$ cat src/rtl/dtmr_pkg.sv
package dtmr_pkg;

    localparam int DATA_W  = 32;
    localparam int ADDR_W  = 8;
    localparam int CNT_W   = 24;
    localparam int PSC_W   = 8;
    localparam int NUM_TMR = 2;
    localparam int IDX_W   = (NUM_TMR > 1) ? $clog2(NUM_TMR) : 1;

    // control word bit positions
    localparam int BIT_RUN = 30;
    localparam int BIT_IEN = 29;
    localparam int BIT_PER = 27;

    // register bases; per-counter registers are spaced by one word
    localparam logic [ADDR_W-1:0] OFS_CTRL = 8'h00;
    localparam logic [ADDR_W-1:0] OFS_INIT = 8'h08;
    localparam logic [ADDR_W-1:0] OFS_DATA = 8'h10;
    localparam logic [ADDR_W-1:0] OFS_STAT = 8'h18;
    localparam int                WORD_B   = 4;

    typedef enum logic [2:0] {
        SEL_NONE,
        SEL_CTRL,
        SEL_INIT,
        SEL_DATA,
        SEL_STAT
    } rsel_e;

    typedef struct packed {
        rsel_e            sel;
        logic [IDX_W-1:0] idx;
    } dec_t;

    typedef struct packed {
        logic             run;
        logic             ien;
        logic             per;
        logic [PSC_W-1:0] psc;
    } ctrl_t;

    function automatic ctrl_t ctrl_unpack(input logic [DATA_W-1:0] w);
        ctrl_t c;
        c.run = w[BIT_RUN];
        c.ien = w[BIT_IEN];
        c.per = w[BIT_PER];
        c.psc = w[PSC_W-1:0];
        return c;
    endfunction

    function automatic logic [DATA_W-1:0] ctrl_pack(input ctrl_t c);
        logic [DATA_W-1:0] w;
        w            = '0;
        w[BIT_RUN]   = c.run;
        w[BIT_IEN]   = c.ien;
        w[BIT_PER]   = c.per;
        w[PSC_W-1:0] = c.psc;
        return w;
    endfunction

endpackage

$ cat src/rtl/dtmr_decode.sv
module dtmr_decode
    import dtmr_pkg::*;
(
    input  logic [ADDR_W-1:0] addr_i,
    output dec_t              dec_o
);

    always_comb begin
        dec_o.sel = SEL_NONE;
        dec_o.idx = '0;
        for (int i = 0; i < NUM_TMR; i++) begin
            if (addr_i == ADDR_W'(OFS_CTRL + WORD_B * i)) begin
                dec_o.sel = SEL_CTRL;
                dec_o.idx = IDX_W'(i);
            end
            if (addr_i == ADDR_W'(OFS_INIT + WORD_B * i)) begin
                dec_o.sel = SEL_INIT;
                dec_o.idx = IDX_W'(i);
            end
            if (addr_i == ADDR_W'(OFS_DATA + WORD_B * i)) begin
                dec_o.sel = SEL_DATA;
                dec_o.idx = IDX_W'(i);
            end
        end
        if (addr_i == OFS_STAT) begin
            dec_o.sel = SEL_STAT;
        end
    end

endmodule

$ cat src/rtl/dtmr_prescaler.sv
module dtmr_prescaler
    import dtmr_pkg::*;
(
    input  logic             clk,
    input  logic             rst,
    input  logic             en_i,
    input  logic             restart_i,
    input  logic [PSC_W-1:0] psc_i,
    output logic             tick_o
);

    logic [PSC_W-1:0] phase_q;

    // >= keeps the divider sane if the prescale is lowered mid-period
    assign tick_o = en_i && !restart_i && (phase_q >= psc_i);

    always_ff @(posedge clk) begin
        if (rst || restart_i) begin
            phase_q <= '0;
        end else if (en_i) begin
            phase_q <= tick_o ? '0 : phase_q + 1'b1;
        end
    end

    // with a non-zero prescale two ticks never come back to back
    p_tick_gap_r3: assert property (@(posedge clk) disable iff (rst)
        (tick_o && psc_i != '0) |=> (!tick_o || psc_i == '0));

endmodule

$ cat src/rtl/dtmr_channel.sv
module dtmr_channel
    import dtmr_pkg::*;
(
    input  logic             clk,
    input  logic             rst,
    input  logic             ctrl_wr_i,
    input  ctrl_t            wcfg_i,
    input  logic             init_wr_i,
    input  logic [CNT_W-1:0] winit_i,
    input  logic             stat_clr_i,
    output ctrl_t            cfg_o,
    output logic [CNT_W-1:0] init_o,
    output logic [CNT_W-1:0] cnt_o,
    output logic             stat_o,
    output logic             irq_o
);

    ctrl_t            cfg_q;
    logic [CNT_W-1:0] init_q;
    logic [CNT_W-1:0] cnt_q;
    logic             stat_q;
    logic             tick;
    logic             start_empty;
    logic             load;
    logic [CNT_W-1:0] load_val;
    logic             expire;

    // a start from an empty count takes the start value; otherwise resume
    assign start_empty = ctrl_wr_i && wcfg_i.run && !cfg_q.run && (cnt_q == '0);
    assign load        = init_wr_i || start_empty;
    assign load_val    = init_wr_i ? winit_i : init_q;

    dtmr_prescaler u_psc (
        .clk       (clk),
        .rst       (rst),
        .en_i      (cfg_q.run),
        .restart_i (load),
        .psc_i     (cfg_q.psc),
        .tick_o    (tick)
    );

    assign expire = tick && (cnt_q == CNT_W'(1));

    always_ff @(posedge clk) begin
        if (rst) begin
            cfg_q  <= '0;
            init_q <= '0;
            cnt_q  <= '0;
            stat_q <= 1'b0;
        end else begin
            if (ctrl_wr_i) begin
                cfg_q <= wcfg_i;
            end else if (expire && !cfg_q.per) begin
                cfg_q.run <= 1'b0;
            end

            if (init_wr_i) begin
                init_q <= winit_i;
            end

            if (load) begin
                cnt_q <= load_val;
            end else if (expire) begin
                cnt_q <= cfg_q.per ? init_q : '0;
            end else if (tick && cnt_q != '0) begin
                cnt_q <= cnt_q - 1'b1;
            end

            if (expire) begin
                stat_q <= 1'b1;
            end else if (stat_clr_i) begin
                stat_q <= 1'b0;
            end
        end
    end

    assign cfg_o  = cfg_q;
    assign init_o = init_q;
    assign cnt_o  = cnt_q;
    assign stat_o = stat_q;
    assign irq_o  = stat_q && cfg_q.ien;

    // an ordinary tick lowers the count by exactly one
    p_step_r3: assert property (@(posedge clk) disable iff (rst)
        (tick && cnt_q > CNT_W'(1)) |=> (cnt_q == $past(cnt_q) - 1'b1));

    // a stopped counter with no load keeps its value
    p_hold_r6: assert property (@(posedge clk) disable iff (rst)
        (!cfg_q.run && !load) |=> (cnt_q == $past(cnt_q)));

    // expiry always raises the flag
    p_flag_r7: assert property (@(posedge clk) disable iff (rst)
        expire |=> stat_q);

    // periodic expiry refills from the start value and keeps running
    p_reload_r8: assert property (@(posedge clk) disable iff (rst)
        (expire && cfg_q.per && !ctrl_wr_i) |=> (cnt_q == $past(init_q) && cfg_q.run));

    // one-shot expiry stops the counter at zero
    p_oneshot_r9: assert property (@(posedge clk) disable iff (rst)
        (expire && !cfg_q.per && !ctrl_wr_i) |=> (!cfg_q.run && cnt_q == '0));

    // a clear without a concurrent expiry drops the flag
    p_clear_r11: assert property (@(posedge clk) disable iff (rst)
        (stat_clr_i && !expire) |=> !stat_q);

    // an empty running counter never flags
    p_empty_r12: assert property (@(posedge clk) disable iff (rst)
        (cnt_q == '0 && !load) |-> !expire);

endmodule

$ cat src/rtl/dtmr_top.sv
module dtmr_top
    import dtmr_pkg::*;
(
    input  logic              clk,
    input  logic              rst,
    input  logic [ADDR_W-1:0] bus_addr,
    input  logic              bus_we,
    input  logic [DATA_W-1:0] bus_wdata,
    output logic [DATA_W-1:0] bus_rdata,
    output logic [NUM_TMR-1:0] irq_o
);

    dec_t             dec;
    ctrl_t            wcfg;
    logic [CNT_W-1:0] winit;
    logic             unused_wbits;

    ctrl_t            ch_cfg  [NUM_TMR];
    logic [CNT_W-1:0] ch_init [NUM_TMR];
    logic [CNT_W-1:0] ch_cnt  [NUM_TMR];
    logic [NUM_TMR-1:0] ch_stat;

    dtmr_decode u_dec (
        .addr_i (bus_addr),
        .dec_o  (dec)
    );

    assign wcfg         = ctrl_unpack(bus_wdata);
    assign winit        = bus_wdata[CNT_W-1:0];
    assign unused_wbits = ^{bus_wdata[31], bus_wdata[28], bus_wdata[26:24]};

    for (genvar g = 0; g < NUM_TMR; g++) begin : g_ch
        logic ctrl_wr;
        logic init_wr;
        logic stat_clr;

        assign ctrl_wr  = bus_we && dec.sel == SEL_CTRL && dec.idx == IDX_W'(g);
        assign init_wr  = bus_we && dec.sel == SEL_INIT && dec.idx == IDX_W'(g);
        assign stat_clr = bus_we && dec.sel == SEL_STAT && bus_wdata[g];

        dtmr_channel u_ch (
            .clk        (clk),
            .rst        (rst),
            .ctrl_wr_i  (ctrl_wr),
            .wcfg_i     (wcfg),
            .init_wr_i  (init_wr),
            .winit_i    (winit),
            .stat_clr_i (stat_clr),
            .cfg_o      (ch_cfg[g]),
            .init_o     (ch_init[g]),
            .cnt_o      (ch_cnt[g]),
            .stat_o     (ch_stat[g]),
            .irq_o      (irq_o[g])
        );
    end

    always_comb begin
        unique case (dec.sel)
            SEL_CTRL: bus_rdata = ctrl_pack(ch_cfg[dec.idx]);
            SEL_INIT: bus_rdata = DATA_W'(ch_init[dec.idx]);
            SEL_DATA: bus_rdata = DATA_W'(ch_cnt[dec.idx]);
            SEL_STAT: bus_rdata = DATA_W'(ch_stat);
            default:  bus_rdata = '0;
        endcase
    end

    // an unmapped offset never returns data
    p_unmapped_r13: assert property (@(posedge clk) disable iff (rst)
        (dec.sel == SEL_NONE) |-> (bus_rdata == '0));

endmodule

$ cat config.mk
export PLATFORM = sky130hd
export DESIGN_NAME = dtmr_top
export DESIGN_NICKNAME = d
export VERILOG_FILES = /design/src/rtl/dtmr_pkg.sv /design/src/rtl/dtmr_decode.sv /design/src/rtl/dtmr_prescaler.sv /design/src/rtl/dtmr_channel.sv /design/src/rtl/dtmr_top.sv
export SDC_FILE = /design/constraint.sdc
export NUM_CORES = 1
export LEC_CHECK = 0
export BUFFER_PORTS_ARGS = -buffer_cell sky130_fd_sc_hd__buf_2
export CORE_MARGIN = 2
export CORE_UTILIZATION = 55
export DETAILED_ROUTE_END_ITERATION = 10
export GPL_ROUTABILITY_DRIVEN = 0
export PLACE_DENSITY = 0.75
export REMOVE_ABC_BUFFERS = 1
export SETUP_SLACK_MARGIN = 0.5
export SLEW_MARGIN = 40
export SYNTH_ARGS = -nofsm -noshare
export SYNTH_HDL_FRONTEND = slang
export SYNTH_SLANG_ARGS = --single-unit
$ cat constraint.sdc
create_clock -name clk -period 5.5 [get_ports clk]
set_input_delay 1.65 -clock clk [delete_from_list [all_inputs] [get_ports clk]]
set_output_delay 1.65 -clock clk [all_outputs]
set_load 0.02 [all_outputs]
# After elaboration in Yosys (flattened, before gate mapping)
# Index checks and enable logic that the tools add are counted.
# op_classes
add_sub_neg	4
order_cmp	3
eq_ne	12
muxes	37
bitwise_logic	2
reduce_logical	48
# ops
op	count
24-bit 2-to-1 mux	16
31-bit case mux with 4 select lines	1
24-bit by 1-bit == test with 1-bit output, second input constant	2
24-bit logical NOT	2
24-bit nonzero test	2
24-bit by 1-bit subtractor with 24-bit output, second input constant	2
11-bit 2-to-1 mux	3
1-bit logical AND	27
8-bit by 5-bit == test with 1-bit output, second input constant	3
3-bit 2-to-1 mux	6
8-bit by 1-bit adder with 8-bit output, second input constant	2
8-bit by 4-bit == test with 1-bit output, second input constant	2
8-bit greater-or-equal comparator	2
8-bit 2-to-1 mux	2
8-bit by 3-bit == test with 1-bit output, second input constant	1
8-bit logical NOT	1
1-bit 2-to-1 mux	8
2-bit nonzero test	4
3-bit by 2-bit == test with 1-bit output, second input constant	2
1-bit logical NOT	6
3-bit nonzero test	2
1-bit logical OR	4
3-bit by 1-bit == test with 1-bit output, second input constant	1
3-bit == test, second input constant	1
4 further kinds	4
# word_totals
register_bits	136
inputBits	43
output_inout_bits	34

# Logic depth before layout (Yosys ltp)
# Gate-level depths: netlist of the first run.
# logic_depth
depth_word	22
depth_mapped	11
ltp_nobuf	9

# By module
# Synthesis of the first run repeated with hierarchy kept, for this count alone.
# unflattened
cells_unflattened	1059
area_unflattened_um2	8977.4
# modules_own_cells
mod	n_inst	cells_each	area_per_inst_um2	seq_area_each_um2
dtmr_channel	2	389	3274.4	1201.2
dtmr_prescaler	2	73	659.4	160.2
dtmr_top	1	127	1043.5	0.0
dtmr_decode	1	8	66.3	0.0

# Least setup slack after synthesis of the first run
# No wires, ideal clock.
# synth_path
kind	input to output
from	input port bus_addr[7]
to	output port bus_rdata[3]
arrival_time_ns	3.961
t_required_ns	3.850
path_slack_ns	-0.111
path_stages	8
n_path_buf	3
cell_sequence	or4_1 clkbuf_1 nor2_1 and3_1 buf_2 clkbuf_1 a211oi_1 a211oi_1
# synth_between
elab_chain_len	11
elab_cells_between_ends	29
cone_classes	eq/ne: 10; mux: 17; bitwise: 1; reduce/logical: 1
# synth_lines
item	line	text
start: declaration	dtmr_top.sv:6	input logic [ADDR_W-1:0] bus_addr,
8-bit by 4-bit == test with 1-bit output	dtmr_decode.sv:16	if (addr_i == ADDR_W'(OFS_INIT + WORD_B * i)) begin
3-bit 2-to-1 mux	dtmr_decode.sv:16	
3-bit 2-to-1 mux	dtmr_decode.sv:20	if (addr_i == ADDR_W'(OFS_DATA + WORD_B * i)) begin
3-bit 2-to-1 mux	dtmr_decode.sv:12	if (addr_i == ADDR_W'(OFS_CTRL + WORD_B * i)) begin
3-bit 2-to-1 mux	dtmr_decode.sv:16	
3-bit 2-to-1 mux	dtmr_decode.sv:20	
1-bit inverter with 2-bit output (implied by the code)	dtmr_top.sv:59, dtmr_top.sv:60, dtmr_top.sv:61	
24-bit 2-to-1 mux (implied by the code), or another cell as far along (3 in series)	dtmr_top.sv:61	SEL_DATA: bus_rdata = DATA_W'(ch_cnt[dec.idx]);
31-bit case mux with 4 select lines (*)	dtmr_top.sv:58	unique case (dec.sel)
end: declaration	dtmr_top.sv:9	output logic [DATA_W-1:0] bus_rdata,
# Mark *: on every way between the ends. The rest lies on a longest branch, timed or not. The select of a mux whose other input is x is not followed.

# Worst setup path after layout of the first run
# layout_path
from	input port bus_addr[0]
to	output port bus_rdata[14]
# layout_between
elab_chain_len	11
elab_cells_between_ends	26
cone_classes	eq/ne: 10; mux: 14; bitwise: 1; reduce/logical: 1
# layout_lines
item	line
8-bit by 4-bit == test with 1-bit output	dtmr_decode.sv:16
3-bit 2-to-1 mux	dtmr_decode.sv:16
3-bit 2-to-1 mux	dtmr_decode.sv:20
3-bit 2-to-1 mux	dtmr_decode.sv:12
3-bit 2-to-1 mux	dtmr_decode.sv:16
3-bit 2-to-1 mux	dtmr_decode.sv:20
1-bit inverter with 2-bit output (implied by the code)	dtmr_top.sv:60, dtmr_top.sv:61
24-bit 2-to-1 mux (on tied branches) (3 in series)	dtmr_top.sv:61, dtmr_top.sv:60
31-bit case mux with 4 select lines (*)	dtmr_top.sv:58
# Marks and branches as above.

==> impl_metrics.yaml, run 1 <==
global_route:
  grt_max_degree: 59
  grt_pass1_vias: 8204
  grt_pass1_wl_um: 45000
  grt_antenna_before_repair: 0
  track_usage_pct: 34.7
  grt_overflow_total: 0
timing:
  tightest_slew_ns: 0.853
  fin_crit_ns: 5.18
  maxSlewHeadroom_pct: 43.1
  rsz0062_at_grt: "true"
  skew_ns: 0.00862
  drv_slew: 0
  hold_ws_ns: 0.474
  fmax_ghz: 0.193
  setup_viol: 0
  hold_viol_final: 0
  period_share_pct: 94.1
  tns_ns: 0
worst_setup_path:
  crit_arrival_ns: 3.53
  path_buf_inv: 5
  critPathMaxStageDelay_ns: 0.56
  critPathCaptureType: "output port"
  reg2reg_from: "g_ch[1].u_ch.cnt_o[1]"
  worstSetupStartpointType: "input port"
  cp-startpoint: "bus_addr[0]"
  critPathMaxFanout: 7
  crit_top_cell: "buf_12"
  criticalPathCategory: "input port to output port"
  worst-path-stages: 10
  rr_worst_depth: 9
  cp_top_family: "simple AND/OR/NAND/NOR gates"
  crit_chain: "buf_6, or4_4, nor2_4, and3_4, buf_12, buf_12, buf_16, mux2i_1, o22ai_1, buf_2"
  cp.required_ns: 3.85
  slowest_stage: "or4_4"
floorplanning:
  rows: 45
  dieHeight_um: 129
  core_sq_um: 15200
  start_util_pct: 56.4
  die_w_um: 129
  ios: 77
  die_area_sq_um: 16600
worst_hold_path:
  holdPathStages: 2
  min_from: "g_ch[1].u_ch.cfg_o[3]"
  min_path_type: "register to register"
final_layout:
  nFillCells: 1264
  final_cell_mix: "nand2_1 (210), dfxtp_1 (136), a21oi_1 (129)"
  nets: 1248
  area.growth.synth_to_final_pct: 15.9
  diodes: 0
  finalInstanceArea_sq_um: 9940
  layoutNonFillerInstCount: 1384
  layout_commonest_cell: "nand2_1"
  drive_gt1_share_pct: 14.7
cts:
  tritoncts: "done"
  clk_pin_slew_worst_paths_ns: 0.06
  htree_levels: 4
  cts.sinks: 136
  clock_latency_ns: 0.43
  cts_buffer_depth: 2
  cts_inserted_buffers: 17
  postCtsHoldBufs: 0
  clockRootBuffer: "clkbuf_16"
route:
  postRouteAntennaNets: 0
  routed.top_layer: "met4"
  wl_met1_um: 11800
  drtPass1Iterations: 5
  routedWlPerCell_um: 21.0
  drt-total-wl_um: 29100
  route.met2.wl_um: 13300
  drc: 0
  wl_met3_um: 3170
  dr.first_iter.drc_count: 1298
  avgViaCountPerCell: 6.58
  dr_total_vias: 9108
power:
  total_power_mw: 2.28
  leakage_nw: 3.60
  ir_drop_uv: 235
  pwr_density_cell_nw_per_um2: 229
place:
  io_buffers: 66
  place_hpwl_um: 19800
  post_dp_cell_area_sq_um: 9010
  placedCellCount: 1340
synth:
  synthCells: 1149
  synthesis.area_sq_um: 8580
  yosys_register_bits: 136
  syn_area_per_cell_sq_um: 7.47
  ys.warnings.count: 0
  ys.flop_type: "dfxtp_1"
  async_reset_ff_share_pct: 0
  synth_edf_count: 0
  seq_area_frac_synth_pct: 31.7
  ys_types: 72
run_status:
  status: "finished, final reports clean"
run:
  drv_cap: 0
cell families (layout without fill, tap and decap cells):
family / count (synthesis) / in the layout / synth area share [%]
adder cells (fa/ha/maj): 22 / 22 / 3.21
AO/OA/AOI/OAI: 311 / 311 / 22.6
AND/OR/NAND/NOR: 463 / 463 / 25.6
buffers and inverters: 123 / 166 / 6.05
flip-flops: 136 / 136 / 31.7
multiplexers: 66 / 66 / 7.99
XOR/XNOR: 27 / 27 / 2.76
other: 1 / 5 / 0.0437
worst register-to-register path, cell delays in order, from the launching register on:
cell and delay (ns):
dfxtp_1 0.34, inv_1 0.13, ha_1 0.32, or3b_2 0.58
nor3_2 0.25, and2_1 0.26, nand3_1 0.53, nand2_2 0.47
o21ai_0 0.14, a221oi_1 0.30
path summary, 6_finish.rpt:
path / to / slack (ns)
max reg2reg: g_ch[1].u_ch.cnt_o[3] / 2.08
min: g_ch[1].u_ch.cfg_o[3] / 0.47
min reg2reg: g_ch[1].u_ch.cfg_o[3] / 0.47
max: bus_rdata[14] / 0.32
sequential cells by signal, summed over array words and instances (netlist names):
register,count
g_ch.u_ch.init_o,48
g_ch.u_ch.cfg_o,22
g_ch.u_ch.cnt_o,48
g_ch.u_ch.stat_o,2
g_ch.u_ch.u_psc.phase_q,16
metal layers:
metal	up-vias	GRT usage, %
li1	4241	-
met1	4269	47.9
met2	522	54.5
met3	76	6.86
met4	0	11.6
met5	-	0
synthesized netlist by cell type, types with 8 or more instances:
cell / count / area [sq um]
buf_2: 13 / 65.1
inv_1: 29 / 109
dfxtp_1: 136 / 2720
xnor2_1: 9 / 78.8
nor3_1: 28 / 140
o211ai_1: 8 / 60.1
or3_1: 10 / 62.6
a211oi_1: 19 / 143
nor4_1: 20 / 125
ha_1: 22 / 275
clkbuf_1: 69 / 259
and3_1: 11 / 68.8
a31oi_1: 11 / 68.8
mux2i_1: 64 / 641
o22ai_1: 19 / 119
nand2_1: 210 / 788
a311oi_1: 8 / 70.1
o31ai_1: 13 / 97.6
xor2_1: 18 / 158
nand4_1: 24 / 150
o221ai_1: 8 / 70.1
nand3_1: 27 / 135
a21oi_1: 129 / 646
nor2_1: 85 / 319
o21ai_0: 48 / 240
repair_timing:
item	CTS	global route
buffers inserted	6	3
cloned	2	1
resized for setup	26	9
pin swaps	10	3
setup endpoints to repair	26	25
through the flow:
| step | setup WS [ns] | util, % |
|---|---|---|
| after global routing | 0.285 | 65.4 |
| after floorplan | -1.06 | - |
| after global placement | 0.209 | 59.3 |
| after CTS | 0.339 | 64.8 |
| final | 0.323 | 65.4 |
| after detailed placement | 0.173 | 59.3 |
power breakdown:
| group | switching [mW] | internal [mW] |
|---|---|---|
| registers | 0.00157 | 0.986 |
| logic | 0.0756 | 0.0310 |
| clock network | 0.448 | 0.734 |
| total | 0.525 | 1.75 |
final cells by class:
cell class / instances / area, sq um / area share (%)
sequential: 136 / 2720 / 27.4
clock inverter: 12 / 150 / 1.51
tap: 188 / 235 / 2.37
clock buffer: 20 / 457 / 4.59
multi-input combinational: 894 / 5460 / 54.9
timing repair buffer: 105 / 812 / 8.17
inverter: 29 / 109 / 1.09
No activity file was read; power rests on OpenSTA's default activity.
==> run 2, diff against run 1 <==
SETUP_SLACK_MARGIN = 0.02   (was 0.5)
==> impl_metrics.yaml, run 2 (synthesis results as in run 1) <==
final_layout:
  area.growth.synth_to_final_pct: 12.2
  finalInstanceArea_sq_um: 9630
  layout_commonest_cell: "nand2_1"
  diodes: 0
  nets: 1236
  drive_gt1_share_pct: 12.7
  final_cell_mix: "nand2_1 (210), dfxtp_1 (136), a21oi_1 (129)"
cts:
  cts.sinks: 136
  clockRootBuffer: "clkbuf_16"
  postCtsHoldBufs: 0
  clk_pin_slew_worst_paths_ns: 0.06
  cts-resized-gates: 0
  htree_levels: 4
  cts_inserted_buffers: 17
  cts_buffer_depth: 2
  tritoncts: "done"
  clock_latency_ns: 0.43
  cts_setup_buffers: 0
route:
  dr.first_iter.drc_count: 1321
  drc: 0
  drt-total-wl_um: 28400
  dr_total_vias: 8992
  postRouteAntennaNets: 0
  drtPass1Iterations: 9
  routedWlPerCell_um: 20.7
  avgViaCountPerCell: 6.55
floorplanning:
  dieHeight_um: 129
  start_util_pct: 56.4
  core_sq_um: 15200
  die_w_um: 129
  die_area_sq_um: 16600
  ios: 77
  rows: 45
global_route:
  grt_pass1_vias: 8128
  grt_max_degree: 59
  grt_pass1_wl_um: 44300
  grt_antenna_before_repair: 0
  track_usage_pct: 34.1
  grt_overflow_total: 0
timing:
  tightest_slew_ns: 0.839
  hold_viol_final: 0
  fin_ws_ns: 0.144
  maxSlewHeadroom_pct: 44.1
  hold_ws_ns: 0.472
  fmax_ghz: 0.187
  setup_viol: 0
  skew_ns: 0.00854
  tns_ns: 0
  fin_crit_ns: 5.36
  drv_slew: 0
  period_share_pct: 97.4
  rsz0062_at_grt: "false"
worst_setup_path:
  slowest_stage: "or4_1"
  critPathMaxStageDelay_ns: 0.59
  crit_chain: "buf_2, or4_1, nor2_1, and3_2, buf_12, buf_12, mux2i_1, o22ai_1, buf_2"
  cp.required_ns: 3.85
  worstSetupStartpointType: "input port"
  critPathMaxFanout: 21
  criticalPathCategory: "input port to output port"
  crit_arrival_ns: 3.71
  critPathCaptureType: "output port"
power:
  p_int_mw: 1.75
  clock_power_share_pct: 52.0
  power_frac_comb_pct: 4.5
  sw_frac_of_total_pct: 22.9
  leakage_nw: 3.50
  pwr_density_cell_nw_per_um2: 236
  p_sw_mw: 0.520
  ir_drop_uv: 226
  seq_power_share_pct: 43.5
  total_power_mw: 2.27
run:
  drv_cap: 0
place:
  post_dp_cell_area_sq_um: 9010
  dp_slack_ns: 0.173
  io_buffers: 66
  place_hpwl_um: 19800
worst_hold_path:
  min_path_type: "register to register"
run_status:
  status: "finished, final reports clean"
## run 2: cell types whose count changed in the layout (fill, tap and decap cells not counted), moves of 2 or more
cell | previous run | this run
buf_12 | 5 | 3
buf_16 | 3 | 0
buf_2 | 54 | 65
buf_4 | 37 | 25
buf_6 | 5 | 0
mux2i_1 | 59 | 64
mux2i_2 | 4 | 0
nor2_1 | 81 | 84
nor2_2 | 3 | 1
o22ai_1 | 16 | 19
o22ai_2 | 3 | 0
## run 2: per-layer routing
| layer | track usage (%) | wire, um | share of wire [%] |
|---|---|---|---|
| met5 | 0 | 0 | 0 |
| met4 | 11.0 | 714 | 2.5 |
| met3 | 6.99 | 3010 | 11 |
| met2 | 53.7 | 12900 | 45 |
| met1 | 47.0 | 11800 | 41 |
## run 2: stage by stage
step / std cells / util, %
floorplan: 1059 / -
CTS: 1372 / 63.3
finish: 1372 / 63.3
detailed placement: 1340 / 59.3
global route: 1372 / 63.3
global placement: 1340 / 59.3
## run 2: final timing paths
kind                          from                    end  slack (ns)  depth (start not counted)
max                    bus_addr[7]          bus_rdata[11]        0.14                          9
min          g_ch[1].u_ch.cfg_o[3]  g_ch[1].u_ch.cfg_o[3]        0.47                          2
max reg2reg  g_ch[1].u_ch.cnt_o[1]  g_ch[1].u_ch.cnt_o[3]        2.11                          9
min reg2reg  g_ch[1].u_ch.cfg_o[3]  g_ch[1].u_ch.cfg_o[3]        0.47                          2
## run 2: layout make-up
class                      count  area (sq um)
clock buffer                  20           457
clock inverter                12           150
inverter                      29           109
multi-input combinational    894          5380
timing repair buffer          93           573
sequential                   136          2720
fill                        1330          5570
tap                          188           235
## run 2: power by group through the flow
| stage | Combinational [mW] | Clock, mW | Sequential [mW] |
|---|---|---|---|
| after floorplan | 0.0358 | 0 | 1.01 |
| after global routing | 0.107 | 1.23 | 0.987 |
| after CTS | 0.0978 | 1.18 | 0.988 |
| after global placement | 0.0967 | 0 | 1.01 |
| final | 0.102 | 1.18 | 0.988 |
| after detailed placement | 0.0975 | 0 | 1.01 |
## run 2: worst max-delay path, delay by kind of cell
family                 cells  cell delay, ns
muxes                      1            0.09
buffers and inverters      4            0.68
AOI/OAI and AO/OA          1            0.26
and+or+nand+nor            3            1.02
